<file path="config.mk">
export PLATFORM = sky130hd
export DESIGN_NAME = gate_window_stop
export DESIGN_NICKNAME = d
export VERILOG_FILES = /design/src/rtl/gws_pkg.sv /design/src/rtl/gws_down_counter.sv /design/src/rtl/gws_stop_latch.sv /design/src/rtl/gate_window_stop.sv
export SDC_FILE = /design/constraint.sdc
export NUM_CORES = 1
export LEC_CHECK = 0
export BUFFER_PORTS_ARGS = -buffer_cell sky130_fd_sc_hd__buf_2
export CAP_MARGIN = 10
export CORE_MARGIN = 1.5
export CORE_UTILIZATION = 35
export DETAILED_ROUTE_END_ITERATION = 8
export SLEW_MARGIN = 20
export SYNTH_ARGS = -nofsm -noshare
export SYNTH_HDL_FRONTEND = slang
export SYNTH_SLANG_ARGS = --single-unit
</file>
<file path="constraint.sdc">
create_clock -name clk -period 1.8 [get_ports clk]
set_input_delay 0.18 -clock clk [delete_from_list [all_inputs] [get_ports clk]]
set_output_delay 0.18 -clock clk [all_outputs]
set_load 0.01 [all_outputs]
</file>
<file path="src/rtl/gws_pkg.sv">
package gws_pkg;
  // Events that steer the stop flag in one cycle
  typedef struct packed {
    logic load;         // init strobe
    logic pulse;        // gated pulse delivered this cycle
    logic zero_preset;  // preset presented with init is zero
  } win_evt_t;

  // stop becomes set: a zero-preset load, or the final pulse of a window
  function automatic logic stop_set(win_evt_t e, logic reach_zero);
    return (e.load && e.zero_preset) || (!e.load && reach_zero);
  endfunction

  // stop is cleared by a load with a nonzero preset
  function automatic logic stop_clear(win_evt_t e);
    return e.load && !e.zero_preset;
  endfunction
endpackage

</file>
<file path="src/rtl/gws_down_counter.sv">
module gws_down_counter #(
  parameter int CNT_W = 16
) (
  input  logic             clk,
  input  logic             rst_n,
  input  logic             load,
  input  logic [CNT_W-1:0] load_val,
  input  logic             dec,
  output logic [CNT_W-1:0] count,
  output logic             reach_zero
);
  localparam logic [CNT_W-1:0] ONE = CNT_W'(1);

  function automatic logic [CNT_W-1:0] dec_one(logic [CNT_W-1:0] v);
    return v - ONE;
  endfunction

  function automatic logic is_last(logic [CNT_W-1:0] v);
    return v == ONE;
  endfunction

  logic [CNT_W-1:0] cnt_q;

  assign count      = cnt_q;
  assign reach_zero = dec && !load && is_last(cnt_q);

  always_ff @(posedge clk) begin
    if (!rst_n)                      cnt_q <= '0;
    else if (load)                   cnt_q <= load_val;
    else if (dec && cnt_q != '0)     cnt_q <= dec_one(cnt_q);
  end

  // no load and no delivered pulse leaves the count alone
  p_count_hold_r9: assert property (@(posedge clk) disable iff (!rst_n)
    (!load && !dec) |=> $stable(count));
endmodule

</file>
<file path="src/rtl/gws_stop_latch.sv">
module gws_stop_latch
  import gws_pkg::*;
(
  input  logic     clk,
  input  logic     rst_n,
  input  win_evt_t evt,
  input  logic     reach_zero,
  output logic     stop_q,
  output logic     set_pulse
);
  logic set_evt;
  logic clr_evt;

  assign set_evt = stop_set(evt, reach_zero);
  assign clr_evt = stop_clear(evt);

  always_ff @(posedge clk) begin
    if (!rst_n) begin
      stop_q    <= 1'b1;
      set_pulse <= 1'b0;
    end else begin
      set_pulse <= set_evt;
      if (set_evt)      stop_q <= 1'b1;
      else if (clr_evt) stop_q <= 1'b0;
    end
  end

  // done only ever accompanies a set stop flag
  p_done_with_stop_r6: assert property (@(posedge clk) disable iff (!rst_n)
    set_pulse |-> stop_q);
endmodule

</file>
<file path="src/rtl/gate_window_stop.sv">
module gate_window_stop
  import gws_pkg::*;
#(
  parameter int CNT_W = 16
) (
  input  logic             clk,
  input  logic             rst_n,
  input  logic             clk_qual,
  input  logic             arm,
  input  logic             init,
  input  logic [CNT_W-1:0] preset,
  output logic             gate_en,
  output logic             stopped,
  output logic             done
);
  // named internal events, visible to the assertions
  win_evt_t         evt;
  logic             reach_zero;
  logic             stop_q;
  logic [CNT_W-1:0] remain;

  assign gate_en         = arm && clk_qual && !init && !stop_q;
  assign evt.load        = init;
  assign evt.pulse       = gate_en;
  assign evt.zero_preset = (preset == '0);

  gws_down_counter #(.CNT_W(CNT_W)) u_cnt (
    .clk       (clk),
    .rst_n     (rst_n),
    .load      (init),
    .load_val  (preset),
    .dec       (evt.pulse),
    .count     (remain),
    .reach_zero(reach_zero)
  );

  gws_stop_latch u_stop (
    .clk       (clk),
    .rst_n     (rst_n),
    .evt       (evt),
    .reach_zero(reach_zero),
    .stop_q    (stop_q),
    .set_pulse (done)
  );

  assign stopped = stop_q;

  // a running window always has pulses left
  p_running_nonzero_r5: assert property (@(posedge clk) disable iff (!rst_n)
    !stopped |-> (remain != '0));
  // the final pulse is followed by no further pulse
  p_no_extra_pulse_r5: assert property (@(posedge clk) disable iff (!rst_n)
    reach_zero |=> (stopped && !gate_en));
  // nonzero preset load opens the window with that count
  p_load_opens_r2: assert property (@(posedge clk) disable iff (!rst_n)
    (init && preset != '0) |=> (!stopped && remain == $past(preset) && !done));
  // zero preset load stops at once and flags done
  p_zero_preset_r7: assert property (@(posedge clk) disable iff (!rst_n)
    (init && preset == '0) |=> (stopped && done));
endmodule

</file>
==> metrics.cfg, run 1 <==
[place]
gp_congestion=0.867
portBuffers=23
hpwl_mm=2.44
post_dp_cell_area_sq_um=1400

[finish]
layout_common_cells=buf_2, buf_4, a21oi_1, dfxtp_1, o21ai_0
final_common_cell=buf_2
area_growth_pct=35.7
drive_gt1_share_pct=42.2
nNetsFinal=197
final_core_util_pct=50.1
antenna_cells=0
final_area_sq_um=1540

[power_and_ir_drop]
p_int_mw=0.689
switching_share_pct=31.7
power_density_nw_per_um2=654
power_switching_mw=0.320
pwr-share-seq_pct=45.6
irDropWorstVdd_v=0.000346
clkPwrFrac_pct=26.9
leakagePower_nw=0.601
combPwrFrac_pct=27.5

[sta]
period_needed_ns=1.81
worstMarginPinSlew_ns=0.561
finalHoldViolCount=0
fin_tns_setup_ns=-0.0101
rsz0062_at_grt=yes
relSlewSlack_pct=62.3
finalSetupViolations=1
fmax_mhz=552
fin_crit_sh_pct=101
finalMaxSlewViolations=0
finalClockSkew_ns=0.00341
whs_ns=0.100
finalWorstSetupSlack_ns=-0.0101

[logic_synthesis]
yosys.area_share.simple_pct=33.7
avgSynthCellArea_sq_um=8.67
syn_nets=154
yosysUniqueCellTypes=42
seq_area_frac_synth_pct=31.7
synthFlopType=dfxtp_1
async_reset_ff_share_pct=0
synth_top_family_by_area=simple AND/OR/NAND/NOR gates
synth-seq-cells=18
syn_area_sq_um=1140
synth_mux_area_share_pct=0
postSynthCellCount=131
synthXorXnorAreaFrac_pct=6.94
synth_fa_ha_area_share_pct=2.20
synth_compound_area_share_pct=21.4
yosysWarnings=0
synth_edf_count=0

[die]
dieArea_sq_um=3600
die_h_um=60.0
io_pins=24
core-area_sq_um=3080
die_w_um=60.0
num_rows=20
initial_utilization_pct=36.9

[worst_setup_path]
cp-start-kind=flop
slowest_stage=or3b_4
crit_path_end_kind=flop
crit_chain=inv_2 > ha_4 > or3b_4 > or3_4 > nor3_4 > xnor2_1 > a21oi_1
cpPeakStageDelay_ns=0.41
cp_max_fo=4
required_ns=2.01
crit_type=reg -> reg
worstPathArrival_ns=2.02

[grt]
grt_overflow=0
grt_pass1_vias=1125
grt_max_degree=26
grt_usage_pct=20.1
grt_pass1_wl_mm=5.31
grt_antenna_before_repair=0

[clock_network]
clk_pin_slew_ns=0.12
clk_latency_ns=0.31
cts_buffers=3
tritoncts=yes
clockRootBuffer=clkbuf_4
h-tree-depth=1
clock_path_buffers=2
ctsHoldBuffers=0
clock_sinks=18

[detailed_routing]
drc=0
first_pass_iters=4
drt-vias-per-instance=5.53
wire_per_inst_um=16.0
drt_iter0_drc=30
vias=1200
antenna_left=0
drt-total-wl_mm=3.48

[min_path]
min_path_type=in -> reg

[status]
violations=negative setup slack
status=finished with violations

[flow_run]
cap_violations=0

-- routing by layer --
layer / part of all wire [%] / wire [um] / up-vias / track usage, %
met3: 3.8 / 132 / 6 / 4.33
met1: 44 / 1530 / 573 / 25.2
li1: - / - / 591 / -
met5: 0 / 0 / - / 0
met4: 1.8 / 64 / 0 / 5.71
met2: 50 / 1750 / 30 / 34.5
-- state kept, by name, summed over array words and instances (netlist names) --
name	cells
u_cnt.count	16
u_stop.set_pulse	1
u_stop.stop_q	1
-- path summary, 6_finish.rpt --
path	startpoint	to	slack, ns	depth (start not counted)
max	u_cnt.count[0]	u_cnt.count[6]	-0.01	7
min	preset[1]	u_cnt.count[1]	0.10	3
max reg2reg	u_cnt.count[0]	u_cnt.count[6]	-0.01	7
min reg2reg	u_cnt.count[11]	u_cnt.count[11]	0.54	2
-- per-stage QoR --
stage               power (mW)  instances  setup WS (ns)
floorplan                0.599        131         0.0419
CTS                      0.969        213         0.0117
detailed placement       0.697        209         0.0108
global route              1.05        217        -0.0704
finish                    1.01        217        -0.0101
global placement         0.696        209         0.0242
-- cell type report --
| cell class | instances | area, sq um |
|---|---|---|
| fillers | 317 | 1540 |
| multi-input cells | 103 | 801 |
| flip-flops and latches | 18 | 365 |
| repair buffers | 43 | 265 |
| well taps | 44 | 55.1 |
| clock buffers | 4 | 36.3 |
| inverters | 5 | 18.8 |
-- worst max-delay path, delay by kind of cell (launching register included) --
kind / cells / cell delay [ns]
simple gates: 3 / 0.94
compound gates: 1 / 0.08
xor+xnor: 1 / 0.13
flops: 1 / 0.35
buf+inv: 1 / 0.07
fa+ha+maj: 1 / 0.14
-- power by group through the flow --
stage	clock network, mW	registers [mW]	logic, mW
after CTS	0.273	0.455	0.242
after global placement	0	0.461	0.234
after floorplan	0	0.461	0.138
final	0.272	0.460	0.277
after detailed placement	0	0.462	0.235
after global routing	0.291	0.464	0.299
-- synthesized netlist by cell type (2+ instances only) --
cell / count / area share (%)
dfxtp_1: 18 / 32
a21oi_1: 16 / 7.0
o21ai_0: 10 / 4.4
nand2_1: 7 / 2.3
nor3_1: 7 / 3.1
nor4_1: 7 / 3.9
xnor2_1: 6 / 4.6
nor2_1: 5 / 1.7
inv_1: 4 / 1.3
nand4_1: 4 / 2.2
clkbuf_1: 3 / 0.99
o211ai_1: 3 / 2.0
or3_1: 3 / 1.7
xor2_1: 3 / 2.3
a31oi_1: 2 / 1.1
and2_1: 2 / 1.1
ha_1: 2 / 2.2
nand4b_1: 2 / 1.5
nor4b_2: 2 / 2.6
o21a_1: 2 / 1.3
o41ai_1: 2 / 1.5
-- what timing repair did --
action	4_1_cts	5_1_grt
pin swaps	0	6
buffers inserted	0	4
endpoints found under the setup margin	5	13
resized for setup	3	15
-- logic make-up after synthesis --
kind of cell / Yosys count
DFF: 18
AOI/OAI and AO/OA: 40
and+or+nand+nor: 52
adders and majority gates: 2
xor gates and xnor gates: 9
buffers and inverters: 10
(Power assumes the default switching activity.)
==> run 2: changes to the inputs <==
Settings changed: ABC_AREA from default to 1.
==> metrics.cfg, run 2 <==
[status]
status=complete, no violations

[detailed_routing]
drt-vias-per-instance=4.75  ; -14%
drt_iter0_drc=63  ; +110%
vias=1421  ; +18%
drt-total-wl_mm=3.45  ; -0.83%
wire_per_inst_um=11.5  ; -28%
antenna_left=0  ; unchanged
drc=0  ; unchanged
first_pass_iters=4  ; unchanged

[clock_network]
cts_buffers=3  ; unchanged
ctsHoldBuffers=0  ; unchanged
clock_sinks=18  ; unchanged
clk_pin_slew_ns=0.08  ; -0.04 ns
cts_resized=0  ; -3
clock_path_buffers=2  ; unchanged
tritoncts=yes
cts_setup_buffers=0  ; unchanged
h-tree-depth=1  ; unchanged
clk_latency_ns=0.26  ; -0.05 ns
clockRootBuffer=clkbuf_8

[sta]
fin_crit_sh_pct=90.1  ; -10 points
relSlewSlack_pct=68.3  ; +6.0 points
period_needed_ns=1.62  ; -0.188 ns
finalSetupViolations=0  ; -1
fin_tns_setup_ns=0  ; +0.0101 ns
finalMaxSlewViolations=0  ; unchanged
worstMarginPinSlew_ns=0.472  ; -0.0894 ns
rsz0062_at_grt=no
finalHoldViolCount=0  ; unchanged
finalClockSkew_ns=0.00155  ; -0.00186 ns
fmax_mhz=617  ; +12%

[logic_synthesis]
seq_area_frac_synth_pct=26.6  ; -5.1 points
yosysUniqueCellTypes=29  ; -31%
postSynthCellCount=226  ; +73%
syn_nets=249  ; +62%
synth_area_leaders=dfxtp_1, nand2_1, nor2_1
synthFlopType=dfxtp_1
synth_most_common_cell=nand2_1
synth_edf_count=0  ; unchanged
async_reset_ff_share_pct=0  ; unchanged
yosysWarnings=0  ; unchanged
synthTopCellsByCount=nand2_1, nor2_1, nand3_1
syn_area_sq_um=1350  ; +19%
synth_top_cell_area_share_pct=26.6  ; -5.1 points
synth-seq-cells=18  ; unchanged
avgSynthCellArea_sq_um=5.98  ; -31%
synth_top_cell_by_area=dfxtp_1

[worst_setup_path]
cp_max_fo=14  ; +10
crit_start=u_cnt.count[0]
worstPathArrival_ns=1.81  ; -0.21 ns
crit_path_end_kind=flop
cpPeakStageDelay_ns=0.34  ; -0.07 ns
cp-start-kind=flop
slowest_stage=dfxtp_1
required_ns=1.99  ; -0.02 ns
r2r-start=u_cnt.count[0]
critPathMostFrequentCell=nand2_4
crit_type=reg -> reg
crit_chain=inv_1 > ha_1 > nand2_4 > nor2_8 > nand2_4 > nand2_8 > nand2_4 > inv_2 > nand2_1 > a21oi_1

[power_and_ir_drop]
switching_share_pct=34.5  ; +2.8 points
power_switching_mw=0.392  ; +23%
clkPwrFrac_pct=30.7  ; +3.8 points
irDropWorstVdd_v=0.000345  ; about the same
power_density_nw_per_um2=723  ; +10%
p_int_mw=0.745  ; +8.1%
combPwrFrac_pct=28.8  ; +1.3 points
pwr-share-seq_pct=40.5  ; -5.1 points
leakagePower_nw=0.810  ; +35%

[finish]
final_area_sq_um=1570  ; +2.0%
nNetsFinal=275  ; +40%
fill_cells=428  ; +35%
area_growth_pct=16.3
largest_reg_flops=16  ; unchanged
drive_gt1_share_pct=17.1  ; -25 points
final_common_cell=nand2_1
layout_common_cells=nand2_1, nor2_1, nand3_1, inv_1, buf_2
antenna_cells=0  ; unchanged

[die]
num_rows=22  ; +10%
dieArea_sq_um=4250  ; +18%
core-area_sq_um=3690  ; +20%
die_w_um=65.2  ; +8.7%
initial_utilization_pct=36.7  ; -0.24 points
die_h_um=65.2  ; +8.7%
io_pins=24  ; unchanged

[place]
gp_congestion=0.863  ; -0.48%
portBuffers=23  ; unchanged
hpwl_mm=2.79  ; +14%
post_dp_cell_area_sq_um=1520  ; +8.5%

[grt]
grt_overflow=0  ; unchanged
grt_max_degree=15  ; -42%
grt_antenna_before_repair=0  ; unchanged
grt_pass1_vias=1487  ; +32%
grt_usage_pct=19.1  ; -1.0 points
grt_pass1_wl_mm=6.37  ; +20%

[flow_run]
cap_violations=0  ; unchanged

[min_path]
min_path_type=in -> reg
min_from=preset[0]

[run 2: cell types whose count changed after synthesis, moves of 3 or more]
cell,before,now
nor2_1,5,38
nand2_4,0,3
o21ai_0,10,5
o211ai_1,3,0
nand3_1,1,25
inv_1,4,23
nor4_1,7,2
o21ai_1,0,3
a21oi_1,16,13
nand2_1,7,65
xnor2_1,6,0
or3_1,3,0
nor3_1,7,3
[run 2: power groups by stage]
stage | registers (mW) | logic (mW) | clock network [mW]
finish | 0.460 | 0.327 | 0.349
global route | 0.465 | 0.379 | 0.373
CTS | 0.460 | 0.330 | 0.355
detailed placement | 0.469 | 0.329 | 0
global placement | 0.469 | 0.329 | 0
floorplan | 0.460 | 0.250 | 0
[run 2: final timing paths]
kind                     endpoint  slack (ns)  cells after the start
setup / recovery  u_cnt.count[10]        0.18                     10
hold / removal     u_cnt.count[0]        0.22                      3
setup reg to reg  u_cnt.count[10]        0.18                     10
hold reg to reg     u_stop.stop_q        0.50                      2
[run 2: worst max-delay path, delay by kind of cell, from the launching register on]
kind,cells,cell delay (ns)
buf+inv,2,0.22
flops,1,0.34
compound gates,1,0.13
simple gates,6,0.62
fa+ha+maj,1,0.24
[run 2: area by class of cell]
type                            instances  area (sq um)  area share, %
Clock buffer                            4          55.1           3.50
Multi-Input combinational cell        176           857           54.5
Timing Repair Buffer                   26           138           8.75
Sequential cell                        18           360           22.9
Tap cell                               48          60.1           3.82
Inverter                               27           103           6.52
[run 2: kinds of logic (layout without fill, tap and decap cells)]
family                     Yosys count  count (layout)  synth area share, %
DFF                                 18              18                 26.6
buffers and inverters               32              57                 9.99
AOI/OAI and AO/OA                   22              22                 8.23
xor gates and xnor gates             3               3                 1.94
adders and majority gates            2               2                 1.85
and+or+nand+nor                    149             149                 51.3
[run 2: metal layers]
metal	share of wire, %	GRT usage [%]	vias up	wire length (um)
met5	0	0	-	0
met2	47	34.1	30	1610
li1	-	-	766	-
met3	4.2	2.23	5	145
met4	1.4	5.47	0	49
met1	48	24.0	620	1650
[run 2: stage by stage]
stage	cells	utilization [%]	hold slack [ns]	power, mW	setup slack [ns]
after floorplan	226	-	0.375	0.710	0.335
after global placement	295	41.1	0.485	0.798	0.253
after detailed placement	295	41.1	0.488	0.798	0.193
after CTS	299	42.6	0.225	1.15	0.172
after global routing	299	42.6	0.262	1.22	0.0265
final	299	42.6	0.224	1.14	0.178
==> run 3: changes to the inputs <==
Settings changed: CORE_UTILIZATION 35 to 50, PLACE_DENSITY from default to 0.75, SLEW_MARGIN 20 to default, SYNTH_HIERARCHICAL from default to 1.
==> metrics.cfg, run 3 <==
[grt]
grt_overflow=0  ; unchanged
grt_pass1_wl_mm=5.68  ; -11%
grt_antenna_before_repair=0  ; unchanged
grt_pass1_vias=1320  ; -11%
grt_max_degree=13  ; -2
grt_usage_pct=22.4  ; +3.3 points

[sta]
finalHoldViolCount=0  ; unchanged
finalSetupViolations=0  ; unchanged
rsz0062_at_grt=no
finalMaxSlewViolations=0  ; unchanged
finalClockSkew_ns=0.00940  ; +0.00785 ns
worstMarginPinSlew_ns=0.448  ; -0.0238 ns
fin_tns_setup_ns=0  ; unchanged
fin_crit_sh_pct=91.4  ; +1.3 points
whs_ns=0.148  ; -0.0755 ns
fmax_mhz=608  ; -1.4%
relSlewSlack_pct=70.1  ; +1.8 points
period_needed_ns=1.65  ; +0.0235 ns

[finish]
area_growth_pct=14.6
drive_gt1_share_pct=17.8  ; +0.65 points
largest_reg_flops=16  ; unchanged
multi_input_area_sq_um=907  ; +5.8%
nNetsFinal=294  ; +6.9%
final_cell_count_no_fill=301  ; +0.67%
fill_cells=285  ; -33%
antenna_cells=0  ; unchanged
seqCellArea_sq_um=360  ; unchanged
layout_common_cells=nand2_1, nor2_1, inv_1, buf_2, nand3_1
final_common_cell=nand2_1

[logic_synthesis]
yosysUniqueCellTypes=27  ; -6.9%
synth-seq-cells=18  ; unchanged
syn_area_sq_um=1410  ; +4.4%
synth_top_cell_area_share_pct=25.5  ; -1.1 points
synth_area_leaders=dfxtp_1, nand2_1, nor2_1
synth_top_cell_by_area=dfxtp_1
syn_nets=266  ; +6.8%
yosysWarnings=6  ; +6
synthFlopType=dfxtp_1
synth_edf_count=0  ; unchanged
avgSynthCellArea_sq_um=5.81  ; -2.9%
seq_area_frac_synth_pct=25.5  ; -1.1 points
async_reset_ff_share_pct=0  ; unchanged
synthTopCellsByCount=nand2_1, nor2_1, inv_1
synth_most_common_cell=nand2_1
postSynthCellCount=243  ; +7.5%

[power_and_ir_drop]
leakagePower_nw=0.833  ; +2.8%
irDropWorstVdd_v=0.000506  ; +46%
switching_share_pct=35.3  ; +0.86 points
clkPwrFrac_pct=25.0  ; -5.7 points
power_switching_mw=0.368  ; -6.0%
pwr-share-seq_pct=43.8  ; +3.3 points
power_density_nw_per_um2=644  ; -11%
p_int_mw=0.674  ; -9.5%
combPwrFrac_pct=31.2  ; +2.4 points

[worst_setup_path]
critPathBufInv=1  ; -1
crit_type=reg -> reg
crit_path_end_kind=flop
critPathTopFamily=simple AND/OR/NAND/NOR gates
cp-start-kind=flop
required_ns=2.00  ; about the same
cp_max_fo=10  ; -4
ff2ff_path_depth=9  ; -1
worstPathArrival_ns=1.84  ; +0.03 ns
crit_cells=9  ; -1
slowest_stage=dfxtp_1
cpPeakStageDelay_ns=0.37  ; +0.03 ns
crit_chain=inv_1 > ha_4 > nand2_4 > nor2_4 > nand2_2 > nand2_4 > nand2_2 > o21ai_0 > a21oi_1

[place]
gp_congestion=0.877  ; +1.6%
portBuffers=23  ; unchanged
dp_cells=297  ; +0.68%
hpwl_mm=2.63  ; -5.9%

[detailed_routing]
drt_iter0_drc=82  ; +30%
drt-total-wl_mm=3.43  ; -0.70%
first_pass_iters=4  ; unchanged
vias=1520  ; +7.0%
antenna_left=0  ; unchanged
drc=0  ; unchanged
drt-vias-per-instance=5.05  ; +6.3%
wire_per_inst_um=11.4  ; -1.4%

[clock_network]
clock_path_buffers=2  ; unchanged
clockRootBuffer=clkbuf_4
cts_buffers=3  ; unchanged
cts_resized=0  ; unchanged
clock_sinks=18  ; unchanged
clk_latency_ns=0.30  ; +0.04 ns
ctsHoldBuffers=0  ; unchanged
cts_setup_buffers=0  ; unchanged
tritoncts=yes
clk_pin_slew_ns=0.12  ; +0.04 ns
h-tree-depth=1  ; unchanged

[min_path]
whs_path_depth=3  ; unchanged
min_path_type=in -> reg

[die]
io_pins=24  ; unchanged
die_h_um=56.2  ; -14%
die_w_um=56.2  ; -14%
core-area_sq_um=2710  ; -27%
initial_utilization_pct=52.1  ; +15 points
num_rows=19  ; -14%
dieArea_sq_um=3150  ; -26%

[status]
status=complete, no violations

[flow_run]
cap_violations=0  ; unchanged

-- run 3: changes by cell type after synthesis, moves of 3 or more --
cell | before | now
nor2_1 | 38 | 44
o21ai_0 | 5 | 8
o21ai_1 | 3 | 0
nand3_1 | 25 | 20
nand2_1 | 65 | 73
inv_1 | 23 | 32
nand2_2 | 2 | 5
-- run 3: power by group through the flow --
| stage | Sequential [mW] | Clock [mW] | Combinational (mW) |
|---|---|---|---|
| final | 0.456 | 0.261 | 0.325 |
| after global placement | 0.465 | 0 | 0.310 |
| after global routing | 0.461 | 0.281 | 0.370 |
| after detailed placement | 0.465 | 0 | 0.311 |
| after CTS | 0.456 | 0.269 | 0.313 |
| after floorplan | 0.458 | 0 | 0.234 |
-- run 3: worst paths after layout --
check | startpoint | to | slack (ns)
max | u_cnt/count[0] | u_cnt/count[6] | 0.15
min | preset[2] | u_cnt/count[2] | 0.15
max reg2reg | u_cnt/count[0] | u_cnt/count[6] | 0.15
min reg2reg | u_stop/stop_q | u_stop/stop_q | 0.50
-- run 3: metal layers --
layer | track usage [%] | up-vias | part of all wire (%)
met5 | 0 | - | 0
met4 | 5.44 | 0 | 0.79
met3 | 2.56 | 4 | 6.9
met2 | 36.1 | 49 | 45
met1 | 31.8 | 660 | 47
li1 | - | 807 | -
-- run 3: through the flow --
| stage | setup WS (ns) | cell area, sq um | utilization [%] | total power, mW |
|---|---|---|---|---|
| 2_1_floorplan | 0.0655 | 1410 | - | 0.692 |
| 3_3_place_gp | 0.139 | 1560 | 57.7 | 0.774 |
| 3_5_place_dp | 0.0928 | 1560 | 57.7 | 0.776 |
| 4_1_cts | 0.0530 | 1600 | 59.0 | 1.04 |
| 5_1_grt | 0.00799 | 1620 | 59.7 | 1.11 |
| 6_report | 0.155 | 1620 | 59.7 | 1.04 |
-- run 3: kinds of logic after synthesis --
family / Yosys count / synth area share, %
AND/OR/NAND/NOR: 160 / 50.8
buffers and inverters: 38 / 11.7
AO/OA/AOI/OAI: 21 / 7.71
flip-flops: 18 / 25.5
XOR/XNOR: 4 / 2.48
adder cells (fa/ha/maj): 2 / 1.77
-- run 3: area by class of cell --
| type | instances | area share [%] |
|---|---|---|
| Clock buffer | 4 | 2.24 |
| Tap cell | 31 | 2.40 |
| Inverter | 33 | 7.65 |
| Multi-Input combinational cell | 187 | 56.0 |
| Sequential cell | 18 | 22.3 |
| Timing Repair Buffer | 28 | 9.43 |
-- run 3: tightest hold or removal path: cells and delay by family --
kind	cells	cell delay, ns
buffers and inverters	1	0.10
AND/OR/NAND/NOR	1	0.06
AO/OA/AOI/OAI	1	0.07
